### src/rtl/rdec_pkg.sv
// Shared sizes and types for the online-testable decoder.
// Assumes the controlled-swap gate has three lines: control, first and second data.
package rdec_pkg;
    localparam int unsigned GATE_CNT = 3;
    localparam int unsigned GATE_W   = 3;
    localparam int unsigned PAR_W    = 2 * GATE_CNT;
    localparam int unsigned MASK_W   = GATE_CNT * GATE_W;
    localparam int unsigned SEL_W    = 2;
    localparam int unsigned LINE_CNT = 1 << SEL_W;

    typedef logic [GATE_W-1:0] gate_vec_t;
endpackage

### src/rtl/rdec_swap_stage.sv
// Entry stage of a testable cell: a controlled swap plus an entry parity.
// The entry parity is taken from the gate inputs. A swap keeps the number of ones
// unchanged, so this parity equals the parity of the outputs when the stage is healthy.
// Line 0 is the control. When it is 1, lines 1 and 2 trade places.
module rdec_swap_stage
    import rdec_pkg::*;
(
    input  gate_vec_t din,
    input  logic      seed,
    output gate_vec_t dout,
    output logic      par
);
    // Purpose: controlled swap of the two data lines.
    always_comb begin
        dout[0] = din[0];
        dout[1] = (~din[0] & din[1]) | (din[0] & din[2]);
        dout[2] = (~din[0] & din[2]) | (din[0] & din[1]);
    end

    // Purpose: entry parity from the inputs and the seed.
    assign par = (^din) ^ seed;
endmodule

### src/rtl/rdec_pass_stage.sv
// Exit stage of a testable cell: an identity gate with its own parity.
// The data passes through unchanged. The parity covers the values actually received.
module rdec_pass_stage
    import rdec_pkg::*;
(
    input  gate_vec_t din,
    input  logic      seed,
    output gate_vec_t dout,
    output logic      par
);
    // Purpose: pass-through of the data lines.
    assign dout = din;
    // Purpose: exit parity over the received lines and the seed.
    assign par  = (^din) ^ seed;
endmodule

### src/rtl/rdec_testable_cell.sv
// Wraps one controlled-swap gate: entry stage, fault-injection point, exit stage.
// Assumes both stages get the same seed, so that in a healthy cell the two parities match.
module rdec_testable_cell
    import rdec_pkg::*;
(
    input  gate_vec_t din,
    input  logic      seed,
    input  gate_vec_t fmask,
    output gate_vec_t dout,
    output logic      par_entry,
    output logic      par_exit
);
    gate_vec_t swap_q;
    gate_vec_t link;

    rdec_swap_stage u_swap (
        .din  (din),
        .seed (seed),
        .dout (swap_q),
        .par  (par_entry)
    );

    // Purpose: inject a fault between the two stages.
    assign link = swap_q ^ fmask;

    rdec_pass_stage u_pass (
        .din  (link),
        .seed (seed),
        .dout (dout),
        .par  (par_exit)
    );
endmodule

### src/rtl/rdec_test_cell.sv
// Collects the parity bits, passes them through, and folds them with the check bit.
// Assumes the parities arrive as matched pairs, so a healthy circuit leaves the flag equal to chk.
module rdec_test_cell #(
    parameter int unsigned W = 6
) (
    input  logic [W-1:0] par_in,
    input  logic         chk,
    output logic [W-1:0] par_thru,
    output logic         flag
);
    // Purpose: pass-through of the parity lines.
    assign par_thru = par_in;
    // Purpose: error flag as the XOR of every line and the check bit.
    assign flag     = (^par_in) ^ chk;
endmodule

### src/rtl/rdec_online_decoder.sv
// Top of the online-testable 2-to-4 decoder.
// Gate 1 takes (I1, 1, 0) and so produces both I1' and I1.
// Gate 2 takes (I2, I1, 0); gate 3 takes (I2, I1', 0).
// The swapped lines of gates 2 and 3 are the four decoded lines.
// The outputs are registered once, with a synchronous active-low reset.
module rdec_online_decoder
    import rdec_pkg::*;
(
    input  logic                clk,
    input  logic                rst_n,
    input  logic [SEL_W-1:0]    sel,
    input  logic                en,
    input  logic                par_seed,
    input  logic                chk,
    input  logic [MASK_W-1:0]   fault_mask,
    output logic [LINE_CNT-1:0] dec_out,
    output logic [PAR_W-1:0]    par_out,
    output logic                err
);
    gate_vec_t            g_in  [GATE_CNT];
    gate_vec_t            g_out [GATE_CNT];
    logic [PAR_W-1:0]     par_raw;
    logic [PAR_W-1:0]     par_thru;
    logic                 flag;
    logic [LINE_CNT-1:0]  lines;

    // Purpose: wire the gate inputs; sel[1] is I1 and sel[0] is I2.
    always_comb begin
        g_in[0] = {1'b0, 1'b1, sel[1]};
        g_in[1] = {1'b0, g_out[0][2], sel[0]};
        g_in[2] = {1'b0, g_out[0][1], sel[0]};
    end

    for (genvar k = 0; k < GATE_CNT; k++) begin : g_cell
        rdec_testable_cell u_cell (
            .din       (g_in[k]),
            .seed      (par_seed),
            .fmask     (fault_mask[k*GATE_W +: GATE_W]),
            .dout      (g_out[k]),
            .par_entry (par_raw[2*k]),
            .par_exit  (par_raw[2*k+1])
        );
    end

    rdec_test_cell #(.W(PAR_W)) u_tc (
        .par_in   (par_raw),
        .chk      (chk),
        .par_thru (par_thru),
        .flag     (flag)
    );

    // Purpose: map the swapped lines of gates 2 and 3 onto the select index.
    always_comb begin
        lines[3] = g_out[1][2];
        lines[2] = g_out[1][1];
        lines[1] = g_out[2][2];
        lines[0] = g_out[2][1];
    end

    // Purpose: output register with enable gating and synchronous reset.
    always_ff @(posedge clk) begin
        if (!rst_n) begin
            dec_out <= '0;
            par_out <= '0;
            err     <= 1'b0;
        end else begin
            dec_out <= en ? lines : '0;
            par_out <= par_thru;
            err     <= flag;
        end
    end
endmodule

### config.mk
export PLATFORM = sky130hd
export DESIGN_NAME = rdec_online_decoder
export DESIGN_NICKNAME = d
export VERILOG_FILES = /design/src/rtl/rdec_pkg.sv /design/src/rtl/rdec_swap_stage.sv /design/src/rtl/rdec_pass_stage.sv /design/src/rtl/rdec_testable_cell.sv /design/src/rtl/rdec_test_cell.sv /design/src/rtl/rdec_online_decoder.sv
export SDC_FILE = /design/constraint.sdc
export NUM_CORES = 1
export LEC_CHECK = 0
export BUFFER_PORTS_ARGS = -buffer_cell sky130_fd_sc_hd__clkbuf_2
export CORE_MARGIN = 2
export CORE_UTILIZATION = 45
export DETAILED_ROUTE_END_ITERATION = 12
export PLACE_DENSITY = 0.77
export SETUP_SLACK_MARGIN = 0.05
export SLEW_MARGIN = 20
export SYNTH_ARGS = -nofsm -noshare
export SYNTH_HDL_FRONTEND = slang
export SYNTH_SLANG_ARGS = --single-unit
### constraint.sdc
create_clock -name clk -period 4.9 [get_ports clk]
set_input_delay 0.98 -clock clk [delete_from_list [all_inputs] [get_ports clk]]
set_output_delay 0.98 -clock clk [all_outputs]
set_load 0.05 [all_outputs]
==> out/metrics.csv <==
metric,value,unit
status,"finished, final reports clean",
CTS tree,built,
sequential fraction of the synthesis area,36.67,%
Die Footprint,1643,um2
"Setup Fix Bufs, Post-CTS",0,
initial antenna violation count,0,
Syn Inst Count,52,
syn_area_per_cell,11.55,um2
RSZ-0062 raised after global routing,false,
Sw Pwr,114.2,uW
FMAX,377.6,MHz
All-Layer GR Usage,14.06,%
area occupied by multi-input gates,361.6,um2
starting density of the core,47.34,%
vias post-DR,434,
Total Wirelength,963,um
vias in the first global route,368,
Comb pwr share,46.6,%
GR Util met1,16.72,%
Hold Fails Final Rpt,0,
CTS sink cnt,11,
Initial DRC Count,7,
root buffer cell,clkbuf_4,
Int Pwr,191.3,uW
# IOs,27,
fin util,60.26,%
Hold Crit Class,in2reg,
Synth Net Count,72,
critical setup path kind,in2reg,
post-synth cell types,11,
final std cells w/o fill,96,
"commonest non-fill, non-tap cells in the layout","clkbuf_2 (26), dfxtp_1 (11), xnor2_1 (10), nor2_1 (10), xor2_1 (6)",
placer congestion estimate,0.7844,
Synth Warn #,0,
DRC,0,
Net Sw Frac,37.37,%
number of port buffers,26,
CTS H-tree lvls,1,
Max Cap Viol,0,
Vias/cell,4.521,
Startpoint Class,primary input,
Final Cycle Share,54.04,%
M2 GR Usage,24.21,%
Layout Nets,102,
clock power share,18.8,%
sequential share of power,34.6,%
first-pass GRT wire length,1518,um
DP Wirelength,850.6,um
clock-pin slew on the worst setup and hold paths,60,ps
flip-flop and latch area,220.2,um2
synthesized flop and latch total,11,
CP endpoint kind,flop,
critical path arrival,2790,ps
Max Buffers Root-to-Sink,2,
standard-cell rows,13,
met3 usage,3.333,%
post-cts resize count,0,
Pwr Total,305.5,uW
Max rail drop VDD,124.9,uV
Die Y,40.53,um
Hold WS,1001,ps
setup_tns,0,ps
core area,1269,um2
final period demand of the worst path,2648,ps
die width,40.53,um
filler instances,113,
Routed Antenna Nets,0,
WL/cell,10.03,um
largest net degree at the start of global routing,7,
CP max stage cell,mux2_2,
Inst Count DP,92,
"critical path, cell by cell","clkbuf_2, xnor2_1, ha_1, xnor3_1, xnor3_1, xnor2_1, mux2_2",
Num CTS Buffers,3,
most crowded layer after global routing,met2,
Slew Limit Fails,0,
Post-CTS Hold Fix Bufs,0,
Required @ worst endpoint,5040,ps
Slew @ Worst Pin,302.9,ps
area growth from synthesis to layout,27.29,%
Pleak,0.0004088,uW
Antenna diodes,0,
Post-Syn Area,600.6,um2
layout cells sized above 1,37.04,%
PwrDens,399.6,nW/um2
Initial DRT Pass Iterations,4,
"most common cell after layout, fill and taps aside",clkbuf_2,
max_slew headroom,79.73,%
final number of setup-violating endpoints,0,
grt total ovfl,0,
crit path max fanout,3,
Crit path largest cell delay,360,ps
## sequential cells by signal (all words and copies together), names as in the netlist
register  flops
par_out       6
dec_out       4
err           1
## power groups by stage
stage	combinational (uW)	sequential (uW)	clock, uW
3_3_place_gp	140	108	0
2_1_floorplan	66.2	156	0
5_1_grt	153	108	65.6
6_report	142	106	57.3
4_1_cts	143	106	58.0
3_5_place_dp	142	108	0
## metrics by stage
step	setup slack, ps	instance area [um2]
4_1_cts	2251	764.5
3_5_place_dp	2006	738.2
5_1_grt	2152	764.5
3_3_place_gp	2065	738.2
6_report	2252	764.5
2_1_floorplan	2381	600.6
## path summary, 6_finish.rpt
| kind | to | cells past startpoint | from |
|---|---|---|---|
| min | par_out[3] | 2 | rst_n |
| max | err | 7 | sel[1] |
## kinds of logic (layout without fill, tap and decap cells)
kind of cell / Yosys count / count (layout) / share of synthesized area, %
muxes: 1 / 1 / 1.875
and+or+nand+nor: 12 / 12 / 7.917
buffers and inverters: 3 / 32 / 3.125
adders and majority gates: 4 / 4 / 8.334
xor gates and xnor gates: 21 / 21 / 42.08
DFF: 11 / 11 / 36.67
## metal layers
layer / up-vias / share of wire, %
li1: 220 / -
met1: 199 / 44
met2: 13 / 49
met3: 2 / 5.7
met4: 0 / 1.5
met5: - / 0
## synthesized netlist by cell type
cell type / number / area (um2)
and2_1: 1 / 6.260
buf_6: 1 / 11.26
dfxtp_1: 11 / 220.2
ha_1: 4 / 50.05
inv_1: 2 / 7.510
mux2_2: 1 / 11.26
nand2_1: 1 / 3.750
nor2_1: 10 / 37.54
xnor2_1: 10 / 87.58
xnor3_1: 5 / 112.6
xor2_1: 6 / 52.55
## area by class of cell
class / instances / share of cell area (%)
Timing Repair Buffer: 26 / 17.02
Tap cell: 15 / 2.455
Multi-Input combinational cell: 38 / 47.30
Clock buffer: 4 / 3.437
Inverter: 2 / 0.9820
Sequential cell: 11 / 28.81
## critical path: cells and delay by family
| family | cells | cell delay [ps] |
|---|---|---|
| xor gates and xnor gates | 4 | 1050 |
| adders and majority gates | 1 | 280 |
| buffers and inverters | 1 | 120 |
| muxes | 1 | 360 |
Note: power is estimated with default switching activity, not from simulation.
